## src/rtl/hz_pkg.sv

```systemverilog
package hz_pkg;

  typedef struct packed {
    logic mem_to_reg;
    logic reg_write;
  } wb_ctl_t;

  typedef struct packed {
    logic branch;
    logic mem_read;
    logic mem_write;
  } mem_ctl_t;

  typedef struct packed {
    logic       reg_dst;
    logic [1:0] alu_op;
    logic       alu_src;
  } ex_ctl_t;

  // Grouped by consuming stage: write-back on top, execute at the bottom.
  typedef struct packed {
    wb_ctl_t  wb;
    mem_ctl_t mem;
    ex_ctl_t  ex;
  } stage_ctl_t;

  localparam int CTL_W = $bits(stage_ctl_t);

  typedef enum logic [1:0] {
    BR_NONE = 2'b00,
    BR_EQ   = 2'b01,
    BR_NE   = 2'b10,
    BR_RSVD = 2'b11
  } br_kind_e;

endpackage

```

## src/rtl/hz_detect.sv

```systemverilog
module hz_detect import hz_pkg::*; #(
  parameter int REG_W  = 5,
  parameter int DATA_W = 32
) (
  input  logic              ex_mem_read,
  input  logic [REG_W-1:0]  ex_rt,
  input  logic [REG_W-1:0]  dec_rs,
  input  logic [REG_W-1:0]  dec_rt,
  input  logic [1:0]        br_kind,
  input  logic [DATA_W-1:0] opa,
  input  logic [DATA_W-1:0] opb,
  output logic              load_use,
  output logic              br_taken
);

  localparam int NSRC = 2;

  logic [REG_W-1:0] src [NSRC];
  logic [NSRC-1:0]  hit;

  assign src[0] = dec_rs;
  assign src[1] = dec_rt;

  // One comparator per decode source register.
  for (genvar s = 0; s < NSRC; s++) begin : g_src
    assign hit[s] = (src[s] == ex_rt);
  end

  assign load_use = ex_mem_read && (|hit);

  logic ops_equal;
  assign ops_equal = (opa == opb);

  always_comb begin
    case (br_kind_e'(br_kind))
      BR_EQ:   br_taken = ops_equal;
      BR_NE:   br_taken = !ops_equal;
      default: br_taken = 1'b0;
    endcase
  end

endmodule

```

## src/rtl/hz_pc_unit.sv

```systemverilog
module hz_pc_unit #(
  parameter int                ADDR_W   = 32,
  parameter int                IMM_W    = 16,
  parameter int                PC_STEP  = 4,
  parameter logic [ADDR_W-1:0] RESET_PC = '0
) (
  input  logic              clk,
  input  logic              rst,
  input  logic              we,
  input  logic              take,
  input  logic [ADDR_W-1:0] base,
  input  logic [IMM_W-1:0]  offset,
  output logic [ADDR_W-1:0] pc,
  output logic [ADDR_W-1:0] pc_inc
);

  localparam int SHIFT = $clog2(PC_STEP);

  logic [ADDR_W-1:0] offset_ext;
  logic [ADDR_W-1:0] target;

  assign offset_ext = {{(ADDR_W-IMM_W){offset[IMM_W-1]}}, offset};
  assign target     = base + (offset_ext << SHIFT);
  assign pc_inc     = pc + ADDR_W'(PC_STEP);

  always_ff @(posedge clk) begin
    if (rst) begin
      pc <= RESET_PC;
    end else if (we) begin
      pc <= take ? target : pc_inc;
    end
  end

endmodule

```

## src/rtl/hz_ifid_reg.sv

```systemverilog
module hz_ifid_reg #(
  parameter int INSTR_W = 32,
  parameter int ADDR_W  = 32
) (
  input  logic               clk,
  input  logic               rst,
  input  logic               we,
  input  logic               clear,
  input  logic [INSTR_W-1:0] instr_in,
  input  logic [ADDR_W-1:0]  pc4_in,
  output logic [INSTR_W-1:0] instr_q,
  output logic [ADDR_W-1:0]  pc4_q
);

  always_ff @(posedge clk) begin
    if (rst || (we && clear)) begin
      instr_q <= '0;
      pc4_q   <= '0;
    end else if (we) begin
      instr_q <= instr_in;
      pc4_q   <= pc4_in;
    end
  end

endmodule

```

## src/rtl/hz_idex_ctl.sv

```systemverilog
module hz_idex_ctl import hz_pkg::*; #(
  parameter int REG_W = 5
) (
  input  logic             clk,
  input  logic             rst,
  input  logic             bubble,
  input  stage_ctl_t       ctl_in,
  input  logic [REG_W-1:0] rt_in,
  output stage_ctl_t       ctl_q,
  output logic [REG_W-1:0] rt_q
);

  always_ff @(posedge clk) begin
    if (rst) begin
      ctl_q <= '0;
      rt_q  <= '0;
    end else begin
      ctl_q <= bubble ? stage_ctl_t'('0) : ctl_in;
      rt_q  <= rt_in;
    end
  end

endmodule

```

## src/rtl/pipe_hazard_unit.sv

```systemverilog
module pipe_hazard_unit import hz_pkg::*; #(
  parameter int                ADDR_W   = 32,
  parameter int                INSTR_W  = 32,
  parameter int                DATA_W   = 32,
  parameter int                REG_W    = 5,
  parameter int                IMM_W    = 16,
  parameter int                PC_STEP  = 4,
  parameter logic [ADDR_W-1:0] RESET_PC = '0
) (
  input  logic               clk,
  input  logic               rst,
  input  logic [INSTR_W-1:0] fetch_instr_i,
  input  logic [CTL_W-1:0]   dec_ctl_i,
  input  logic [1:0]         dec_br_kind_i,
  input  logic [DATA_W-1:0]  dec_opa_i,
  input  logic [DATA_W-1:0]  dec_opb_i,
  output logic [ADDR_W-1:0]  pc_o,
  output logic [INSTR_W-1:0] dec_instr_o,
  output logic [ADDR_W-1:0]  dec_pc4_o,
  output logic [CTL_W-1:0]   ex_ctl_o,
  output logic [REG_W-1:0]   ex_rt_o,
  output logic               pc_we_o,
  output logic               ifid_we_o,
  output logic               bubble_o,
  output logic               flush_o
);

  localparam int RT_LSB = IMM_W;
  localparam int RS_LSB = IMM_W + REG_W;
  localparam int OP_LSB = IMM_W + 2 * REG_W;

  logic [REG_W-1:0]  dec_rs;
  logic [REG_W-1:0]  dec_rt;
  logic [IMM_W-1:0]  dec_imm;
  logic              load_use;
  logic              br_taken;
  logic [ADDR_W-1:0] pc_inc;
  stage_ctl_t        ex_ctl;
  logic              unused_opcode;

  assign dec_rs        = dec_instr_o[RS_LSB +: REG_W];
  assign dec_rt        = dec_instr_o[RT_LSB +: REG_W];
  assign dec_imm       = dec_instr_o[IMM_W-1:0];
  assign unused_opcode = ^dec_instr_o[INSTR_W-1:OP_LSB];

  hz_detect #(.REG_W(REG_W), .DATA_W(DATA_W)) detect_i (
    .ex_mem_read (ex_ctl.mem.mem_read),
    .ex_rt       (ex_rt_o),
    .dec_rs      (dec_rs),
    .dec_rt      (dec_rt),
    .br_kind     (dec_br_kind_i),
    .opa         (dec_opa_i),
    .opb         (dec_opb_i),
    .load_use    (load_use),
    .br_taken    (br_taken)
  );

  // A stall freezes the front end; a branch is only honoured without one.
  assign pc_we_o   = !load_use;
  assign ifid_we_o = !load_use;
  assign bubble_o  = load_use;
  assign flush_o   = br_taken && !load_use;

  hz_pc_unit #(
    .ADDR_W(ADDR_W), .IMM_W(IMM_W), .PC_STEP(PC_STEP), .RESET_PC(RESET_PC)
  ) pc_i (
    .clk    (clk),
    .rst    (rst),
    .we     (pc_we_o),
    .take   (flush_o),
    .base   (dec_pc4_o),
    .offset (dec_imm),
    .pc     (pc_o),
    .pc_inc (pc_inc)
  );

  hz_ifid_reg #(.INSTR_W(INSTR_W), .ADDR_W(ADDR_W)) ifid_i (
    .clk      (clk),
    .rst      (rst),
    .we       (ifid_we_o),
    .clear    (flush_o),
    .instr_in (fetch_instr_i),
    .pc4_in   (pc_inc),
    .instr_q  (dec_instr_o),
    .pc4_q    (dec_pc4_o)
  );

  hz_idex_ctl #(.REG_W(REG_W)) idex_i (
    .clk    (clk),
    .rst    (rst),
    .bubble (bubble_o),
    .ctl_in (stage_ctl_t'(dec_ctl_i)),
    .rt_in  (dec_rt),
    .ctl_q  (ex_ctl),
    .rt_q   (ex_rt_o)
  );

  assign ex_ctl_o = ex_ctl;

endmodule

```

## config.mk

```make
export PLATFORM = sky130hd
export DESIGN_NAME = pipe_hazard_unit
export DESIGN_NICKNAME = d
export VERILOG_FILES = /design/src/rtl/hz_pkg.sv /design/src/rtl/hz_detect.sv /design/src/rtl/hz_pc_unit.sv /design/src/rtl/hz_ifid_reg.sv /design/src/rtl/hz_idex_ctl.sv /design/src/rtl/pipe_hazard_unit.sv
export SDC_FILE = /design/constraint.sdc
export NUM_CORES = 1
export LEC_CHECK = 0
export BUFFER_PORTS_ARGS = -buffer_cell sky130_fd_sc_hd__buf_2
export CORE_MARGIN = 2
export CORE_UTILIZATION = 50
export CTS_BUF_LIST = sky130_fd_sc_hd__clkbuf_8
export DETAILED_ROUTE_END_ITERATION = 12
export PLACE_DENSITY = 0.76
export SYNTH_ARGS = -nofsm -noshare
export SYNTH_HDL_FRONTEND = slang
export SYNTH_SLANG_ARGS = --single-unit
export TNS_END_PERCENT = 20
```

## constraint.sdc

```tcl
create_clock -name clk -period 2.9 [get_ports clk]
set_input_delay 0.29 -clock clk [delete_from_list [all_inputs] [get_ports clk]]
set_output_delay 0.29 -clock clk [all_outputs]
set_load 0.02 [all_outputs]
```

==> results of run 1 <==
[path summary, 6_finish.rpt]
path | end | depth (start not counted)
worst min-delay path | idex_i.ctl_q[2] | 2
worst max-delay path | pc_i.pc[28] | 10
worst max register to register | pc_i.pc[28] | 10
worst min register to register | ifid_i.instr_q[31] | 2
[logic make-up after synthesis]
logic type      synth area share
flops                      0.331
simple gates               0.226
compound gates             0.206
fa+ha+maj                 0.0595
buf+inv                   0.0426
mux                       0.0141
xor+xnor                   0.120
[repair_timing]
item | 4_1_cts | 5_1_grt
setup endpoints to repair | 6 | 7
gates resized for setup | 2 | 10
setup buffers | 1 | 0
pin swaps | 1 | 3
[power by group]
group	total [uW]	switching [uW]	internal [uW]
Sequential	1750	120	1630
Combinational	1120	669	446
Clock	958	557	401
Total	3820	1350	2470
[Yosys cell counts, drive strengths merged, types with 2 or more instances]
master / instances / area share
o21ai: 37 / 0.028
a21oi: 83 / 0.063
nand2b: 5 / 0.0047
xnor2: 69 / 0.091
o211ai: 6 / 0.0068
ha: 30 / 0.056
nand2: 119 / 0.068
clkbuf: 25 / 0.016
mux2: 3 / 0.0051
or3: 6 / 0.0058
a221oi: 2 / 0.0026
a22oi: 6 / 0.0068
and2: 13 / 0.012
inv: 11 / 0.0062
nor3b: 2 / 0.0030
a221o: 2 / 0.0030
a41oi: 2 / 0.0026
a21o: 14 / 0.016
o221ai: 3 / 0.0040
nand3: 19 / 0.014
a2111oi: 4 / 0.0053
nand4: 18 / 0.018
o21a: 5 / 0.0057
and4: 4 / 0.0053
dfxtp: 110 / 0.33
a211oi: 35 / 0.040
nor3: 18 / 0.014
o22ai: 5 / 0.0047
buf: 22 / 0.019
nor2b: 7 / 0.0066
xor2: 22 / 0.029
mux2i: 6 / 0.0090
a31oi: 4 / 0.0038
nor2: 82 / 0.047
nor4: 6 / 0.0057
and3: 11 / 0.011
nand3b: 4 / 0.0045
o21bai: 3 / 0.0034
[metrics by stage]
stage,TNS (ns),instance area [um2],setup slack (ns)
floorplan,0,6640,0.119
global placement,-0.134,7980,-0.0872
detailed placement,-0.654,7980,-0.199
CTS,0,8180,0.00190
global route,0,8230,0.0164
finish,0,8230,0.184
[layout make-up]
type,count,share of cell area
Multi-Input combinational cell,668,0.513
Sequential cell,110,0.268
Timing Repair Buffer,247,0.164
Tap cell,176,0.0268
Clock buffer,9,0.0151
Clock inverter,7,0.00882
Inverter,11,0.00502
[routing by layer]
layer  share of wire  wire (um)  up-vias  GRT usage
li1                -          -     3383          -
met1            0.43       8170     3132      0.348
met2            0.46       8800      268      0.436
met3           0.085       1610       25     0.0493
met4           0.020        371        0     0.0878
met5               0          0        -          0
[registers in the layout (all words and copies together), names as in the netlist]
signal	cells
idex_i.ctl_q	9
ifid_i.pc4_q	32
idex_i.rt_q	5
ifid_i.instr_q	32
pc_i.pc	32
==> impl_metrics.tcl, run 1 <==
set metrics [dict create \
    power.total_uw 3820 \
    yosysSeqAreaShare 0.331 \
    finalClockSkew_ns 0.0122 \
    portBuffers 222 \
    final_util 0.629 \
    clk_pin_slew_worst_paths_ns 0.11 \
    fill_cells 1227 \
    dr.pass1.iters 4 \
    avgSynthCellArea_um2 7.94 \
    min_period_ns 2.72 \
    maxSlewViolCount 0 \
    setup_viol 0 \
    clock_path_buffers 2 \
    cts_hold_buffers 0 \
    syn_to_final_growth_pct 23.9 \
    grt_pass1_wl_um 30700 \
    n_antenna_cell 0 \
    drc 0 \
    boundaryPins 223 \
    critPathKind "flip-flop to flip-flop" \
    hp-class "primary input to flip-flop" \
    layout.cells.non_filler 1228 \
    dieWidth_um 119 \
    vias_per_cell 5.54 \
    yosysWarnings 0 \
    grt_max_degree 65 \
    power_density_nw_per_um2 464 \
    hold_violations 0 \
    vias 6808 \
    crit_path_end_kind "flip-flop" \
    root_buffer "clkbuf_8" \
    syn_area_um2 6640 \
    post_drt_wl_per_cell_um 15.4 \
    grt_pass1_vias 6321 \
    slowest_delay_ns 0.39 \
    synth-seq-cells 110 \
    layout-drive-gt1-share 0.278 \
    rows 42 \
    dr.first_iter.drc_count 404 \
    insertion_delay_ns 0.39 \
    finalWirelength_um 19000 \
    hold_start "dec_ctl_i[2]" \
    ys_types 67 \
    syn-num-nets 977 \
    startpoint "ifid_i.instr_q[0]" \
    ys.flop_type "dfxtp_1" \
    crit_path_start_kind "flip-flop" \
    final_common_cell "buf_2" \
    grt_util_all_layers 0.264 \
    crit_buf_inv 0 \
    path_max_fanout 3 \
    slew_headroom 0.533 \
    htree_levels 3 \
    cts_buffers 9 \
    die_area_um2 14200 \
    fmax_mhz 368 \
    hpwl_um 14200 \
    clkSinkCount 110 \
    p_leak_uw 0.00381 \
    regArea_um2 2200 \
    finalCritPeriodShare 0.936 \
    status "completed" \
    antenna_found_initial 0 \
    cts_tree "yes" \
    ff2ff_setup_slack_ns 0.18 \
    path_cells "ha_1, fa_2, a211oi_2, o211ai_1, a31oi_2, o21ai_2, and3_1, a221oi_2, xor2_1, o221ai_1" \
    arrival_ns 3.00 \
    grt_setup_unrepaired "false" \
    vdd_ir_drop_max_uv 306 \
    hold_ws_ns 0.0844 \
    cp_top_family "compound AO/OA/AOI/OAI gates" \
    die_h_um 119 \
    numPlacedInstances 1211 \
    nNetsFinal 1187 \
    multiInputGateArea_um2 4220 \
    core_area_um2 13100 \
    required_ns 3.18 \
    gr-total-overflow 0 \
    drtAntennaViolNets 0 \
    slowest_stage "fa_2" \
    start_util 0.508 \
    syn_inst 837 \
    mostFrequentLayoutCells "222 x buf_2, 117 x nand2_1, 110 x dfxtp_1" \
    gp_congestion 0.922 \
    synth_edf_count 0 \
    drv_cap 0 \
    rr_startpoint "ifid_i.instr_q[0]" \
    synthArstFlopShare 0 \
    worst_slew_pin_slew_ns 0.693 \
]
Note: power is estimated with default switching activity, not from simulation.
==> run 2: changes to the inputs <==
--- a/config.mk
+++ b/config.mk
@@ -7,10 +7,9 @@
 export LEC_CHECK = 0
 export BUFFER_PORTS_ARGS = -buffer_cell sky130_fd_sc_hd__buf_2
 export CORE_MARGIN = 2
-export CORE_UTILIZATION = 50
-export CTS_BUF_LIST = sky130_fd_sc_hd__clkbuf_8
+export CORE_UTILIZATION = 51
 export DETAILED_ROUTE_END_ITERATION = 12
-export PLACE_DENSITY = 0.76
+export PLACE_DENSITY = 0.78
 export SYNTH_ARGS = -nofsm -noshare
 export SYNTH_HDL_FRONTEND = slang
 export SYNTH_SLANG_ARGS = --single-unit
==> run 2 against run 1 <==
  * Worst hold slack better by 0.045 ns
  * Cell count down 0.65%
  * Maximum frequency down 3.0%
  * Global-route usage about the same
  * Sequential power about the same
  * Sequential share of layout area down 0.23 points
  * Clock power up 44%
  * Via count down 1.4%
  * Critical path type unchanged
  * Largest cell class unchanged
  * Largest power group unchanged
==> impl_metrics.tcl, run 2 (synthesis results as in run 1) <==
set metrics [dict create \
    cts_buffers 9 \
    antenna_found_initial 0 \
    rr_startpoint "ifid_i.instr_q[0]" \
    placed_cell_area_um2 7940 \
    hold_start "dec_ctl_i[6]" \
    biggestRegsByFlops "ifid_i.instr_q: 32 flops, ifid_i.pc4_q: 32 flops, pc_i.pc: 32 flops" \
    vdd_ir_drop_max_uv 523 \
    grt_util_all_layers 0.265 \
    netSwitchingFraction 0.320 \
    r2r-end "pc_i.pc[24]" \
    start_util 0.524 \
    insertion_delay_ns 0.35 \
    worst_slew_pin_slew_ns 0.736 \
    mostFrequentLayoutCells "222 x buf_2, 117 x nand2_1, 110 x dfxtp_1" \
    grt_pass1_wl_um 30700 \
    hold_violations 0 \
    dieWidth_um 118 \
    finalCritPeriodShare 0.965 \
    hpwl_um 13500 \
    maxSlewViolCount 0 \
    finish.instance_area_um2 8300 \
    status "completed" \
    clkSinkCount 110 \
    required_ns 3.12 \
    min_period_ns 2.80 \
    rr_worst_depth 10 \
    root_buffer "clkbuf_16" \
    gp_congestion 0.942 \
    setup.worst_path.end "pc_i.pc[24]" \
    setup_viol 0 \
    drc 0 \
    grt_max_degree 71 \
    portBuffers 222 \
    slew_headroom 0.509 \
    pwr-share-comb 0.262 \
    dr.pass1.iters 4 \
    hp-class "primary input to flip-flop" \
    die_h_um 118 \
    clock_path_buffers 2 \
    rows 41 \
    post_drt_wl_per_cell_um 15.1 \
    crit_path_start_kind "flip-flop" \
    hold_ws_ns 0.130 \
    boundaryPins 223 \
    fin_ws_ns 0.101 \
    p_switching_uw 1350 \
    power_density_nw_per_um2 510 \
    crit_path_end_kind "flip-flop" \
    startpoint "ifid_i.instr_q[0]" \
    drv_cap 0 \
    path_max_fanout 3 \
    ff2ff_setup_slack_ns 0.10 \
    dr.first_iter.drc_count 397 \
    htree_levels 3 \
    arrival_ns 3.02 \
    vias 6710 \
    drtAntennaViolNets 0 \
    p_clk_frac 0.325 \
    syn_to_final_growth_pct 25.0 \
    power_frac_seq 0.413 \
    cts_tree "yes" \
    n_antenna_cell 0 \
    gr-total-overflow 0 \
    vias_per_cell 5.50 \
    fmax_mhz 357 \
    finalClockSkew_ns 0.0108 \
    p_leak_uw 0.00385 \
    layout-drive-gt1-share 0.269 \
    final_common_cell "buf_2" \
    die_area_um2 14000 \
    dp_slack_ns -0.248 \
    nNetsFinal 1183 \
    cts_hold_buffers 0 \
    intPower_uw 2880 \
    core_area_um2 12700 \
    finalWirelength_um 18400 \
    clk_pin_slew_worst_paths_ns 0.07 \
    critPathKind "flip-flop to flip-flop" \
    grt_pass1_vias 6529 \
]
==> run 2: per-stage QoR <==
stage	instances	utilization	power, uW	TNS (ns)
6_report	1220	0.655	4230	0
5_1_grt	1220	0.655	4440	-0.0168
4_1_cts	1219	0.654	4250	0
3_5_place_dp	1203	0.627	2870	-0.951
3_3_place_gp	1203	0.627	2860	-0.122
2_1_floorplan	837	-	2490	0
==> run 2: cell type report <==
type / instances / area, um2
inverter: 11 / 41.3
clock inverter: 4 / 77.6
clock buffer: 12 / 256
tap: 172 / 215
fill: 1153 / 4370
timing repair buffer: 243 / 1320
multi-input combinational: 668 / 4190
sequential: 110 / 2200
==> run 2: power groups by stage <==
stage | Clock [uW] | Sequential (uW) | Combinational [uW]
finish | 1380 | 1750 | 1110
global route | 1460 | 1770 | 1210
CTS | 1400 | 1750 | 1100
detailed placement | 0 | 1780 | 1090
global placement | 0 | 1780 | 1080
floorplan | 0 | 1900 | 591
==> run 2: worst min-delay path by stage <==
stage	cells after the start	slack, ns	to
after floorplan	1	0.41	idex_i.ctl_q[0]
after global placement	2	0.43	ifid_i.instr_q[31]
after detailed placement	2	0.44	ifid_i.instr_q[26]
after CTS	2	0.12	idex_i.ctl_q[0]
after global routing	2	0.12	idex_i.ctl_q[1]
final	2	0.13	idex_i.ctl_q[6]
==> run 2: what timing repair did <==
item | 4_1_cts | 5_1_grt
endpoints found under the hold margin | 0 | 0
pin swaps | 2 | 3
endpoints found under the setup margin | 8 | 4
resized for setup | 4 | 2
setup buffers | 0 | 1
==> run 2: layer usage <==
metal,part of all wire,vias up,track usage,wire length (um)
li1,-,3375,-,-
met1,0.44,3045,0.337,8060
met2,0.46,256,0.439,8520
met3,0.071,34,0.0531,1310
met4,0.026,0,0.106,478
met5,0,-,0,0
==> run 2: worst max-delay path, stage by stage (launching register included) <==
cell	delay (ns)
dfxtp_1	0.32
ha_1	0.23
fa_2	0.39
a211oi_2	0.30
o211ai_1	0.21
a31oi_2	0.23
o21ai_1	0.14
and3_1	0.25
a21o_1	0.18
o311ai_1	0.28
o22ai_1	0.13
==> run 3: changes to the inputs <==
--- a/config.mk
+++ b/config.mk
@@ -6,10 +6,12 @@
 export NUM_CORES = 1
 export LEC_CHECK = 0
 export BUFFER_PORTS_ARGS = -buffer_cell sky130_fd_sc_hd__buf_2
+export CELL_PAD_IN_SITES_DETAIL_PLACEMENT = 0
+export CELL_PAD_IN_SITES_GLOBAL_PLACEMENT = 2
 export CORE_MARGIN = 2
-export CORE_UTILIZATION = 51
+export CORE_UTILIZATION = 28
 export DETAILED_ROUTE_END_ITERATION = 12
-export PLACE_DENSITY = 0.78
+export PLACE_DENSITY = 0.77
 export SYNTH_ARGS = -nofsm -noshare
 export SYNTH_HDL_FRONTEND = slang
 export SYNTH_SLANG_ARGS = --single-unit
==> run 3 against run 2 <==
  * Maximum frequency increased by 3.2%
  * Total power about the same
  * Via count decreased by 0.61%
  * Clock skew decreased by 0.0024 ns
  * Critical path type unchanged
  * Largest cell class unchanged
  * Largest power group unchanged
  * Global-route usage decreased by 8.9 points
  * Worst hold slack got worse by 0.0063 ns
  * Core utilization decreased by 29 points
==> impl_metrics.tcl, run 3 (synthesis results as in run 1) <==
set metrics [dict create \
    vias_per_cell 4.84 \
    biggestRegsByFlops "ifid_i.instr_q: 32 flops, ifid_i.pc4_q: 32 flops, pc_i.pc: 32 flops" \
    maxSlewViolCount 0 \
    power_density_nw_per_um2 493 \
    grt_pass1_vias 6342 \
    hold_violations 0 \
    rows 56 \
    power.total_uw 4230 \
    gr-total-overflow 0 \
    finish.instance_area_um2 8580 \
    die_area_um2 25000 \
    path_max_fanout 5 \
    arrival_ns 2.96 \
    worst_slew_pin_slew_ns 0.649 \
    root_buffer "clkbuf_16" \
    core_area_um2 23400 \
    hold_ws_ns 0.123 \
    die_h_um 158 \
    insertion_delay_ns 0.36 \
    n_antenna_cell 0 \
    vdd_ir_drop_max_uv 304 \
    drc 0 \
    drtAntennaViolNets 0 \
    gp_congestion 0.786 \
    grt_util_all_layers 0.176 \
    drv_cap 0 \
    hp-class "primary input to flip-flop" \
    layout-drive-gt1-share 0.281 \
    dr.first_iter.drc_count 301 \
    start_util 0.284 \
    cts_tree "yes" \
    placed_cell_area_um2 8220 \
    mostFrequentLayoutCells "222 x buf_2, 117 x nand2_1, 110 x dfxtp_1" \
    hpwl_um 16500 \
    fmax_mhz 369 \
    portBuffers 222 \
    clk_pin_slew_worst_paths_ns 0.08 \
    syn_to_final_growth_pct 29.1 \
    min_period_ns 2.71 \
    required_ns 3.15 \
    critPathKind "flip-flop to flip-flop" \
    setup_tns_ns 0 \
    boundaryPins 223 \
    p_leak_uw 0.00390 \
    post_drt_wl_per_cell_um 16.1 \
    finalClockSkew_ns 0.00842 \
    finalWirelength_um 22200 \
    cts_buffers 9 \
    dieWidth_um 158 \
    clock_path_buffers 2 \
    setup_viol 0 \
    grt_setup_unrepaired "false" \
    vias 6669 \
    antenna_found_initial 0 \
    crit_path_start_kind "flip-flop" \
    status "completed" \
    clkSinkCount 110 \
    grt_max_degree 60 \
    grt_pass1_wl_um 34200 \
    slew_headroom 0.566 \
    htree_levels 3 \
    finalCritPeriodShare 0.935 \
    crit_path_end_kind "flip-flop" \
    final_common_cell "buf_2" \
    dr.pass1.iters 5 \
    nNetsFinal 1194 \
]
==> run 3: changes by cell type in the layout (fill, tap and decap cells not counted), moves of 2 or more <==
cell	delta
inv_6	+2
clkbuf_8	-2
clkinvlp_4	+2
buf_4	+10
==> run 3: worst max-delay path, stage by stage (launching register included) <==
cell and delay (ns):
dfxtp_1 0.32, ha_2 0.20, fa_2 0.44, a211oi_4 0.25, o211ai_1 0.15, a31oi_1 0.17, buf_4 0.15, o21ai_2 0.07
a31o_2 0.31, nor4_2 0.28, a2111oi_0 0.08, nand3b_1 0.17
==> run 3: worst paths after layout <==
| kind | from | endpoint | slack, ns | depth (start not counted) |
|---|---|---|---|---|
| worst min register to register | ifid_i.instr_q[30] | ifid_i.instr_q[30] | 0.45 | 2 |
| worst max register to register | ifid_i.instr_q[0] | pc_i.pc[26] | 0.19 | 11 |
| worst min-delay path | dec_ctl_i[0] | idex_i.ctl_q[0] | 0.12 | 2 |
| worst max-delay path | ifid_i.instr_q[0] | pc_i.pc[26] | 0.19 | 11 |
==> run 3: through the flow <==
stage                     utilization  setup slack [ns]  instances
final                           0.366             0.187       1378
after global routing            0.366           0.00580       1378
after CTS                       0.365            0.0415       1378
after detailed placement        0.351            -0.170       1361
after global placement          0.351            -0.124       1361
after floorplan                     -             0.119        837
==> run 3: power breakdown <==
group	switching (uW)	total (uW)	internal (uW)	leakage, uW
registers	124	1750	1630	0.000901
logic	690	1150	455	0.00285
clock network	649	1330	683	0.000143
total	1460	4230	2760	0.00390
==> run 3: area by class of cell <==
| type | count | area, um2 |
|---|---|---|
| Multi-Input combinational cell | 668 | 4210 |
| Fill cell | 2543 | 14800 |
| Clock inverter | 7 | 80.1 |
| Clock buffer | 9 | 225 |
| Sequential cell | 110 | 2200 |
| Tap cell | 319 | 399 |
| Timing Repair Buffer | 254 | 1410 |
| Inverter | 11 | 41.3 |
==> run 3: metal layers <==
metal  global-route usage  vias to the layer above  wire, um
li1                     -                     3405         -
met1                0.233                     3048     10400
met2                0.292                      200     10200
met3               0.0312                       16      1280
met4               0.0523                        0       299
met5                    0                        -         0
==> run 3: what timing repair did <==
item	CTS	global route
buffers inserted	1	0
gates resized for setup	5	6
setup endpoints to repair	6	10
hold buffers	0	0
pin swaps	1	7
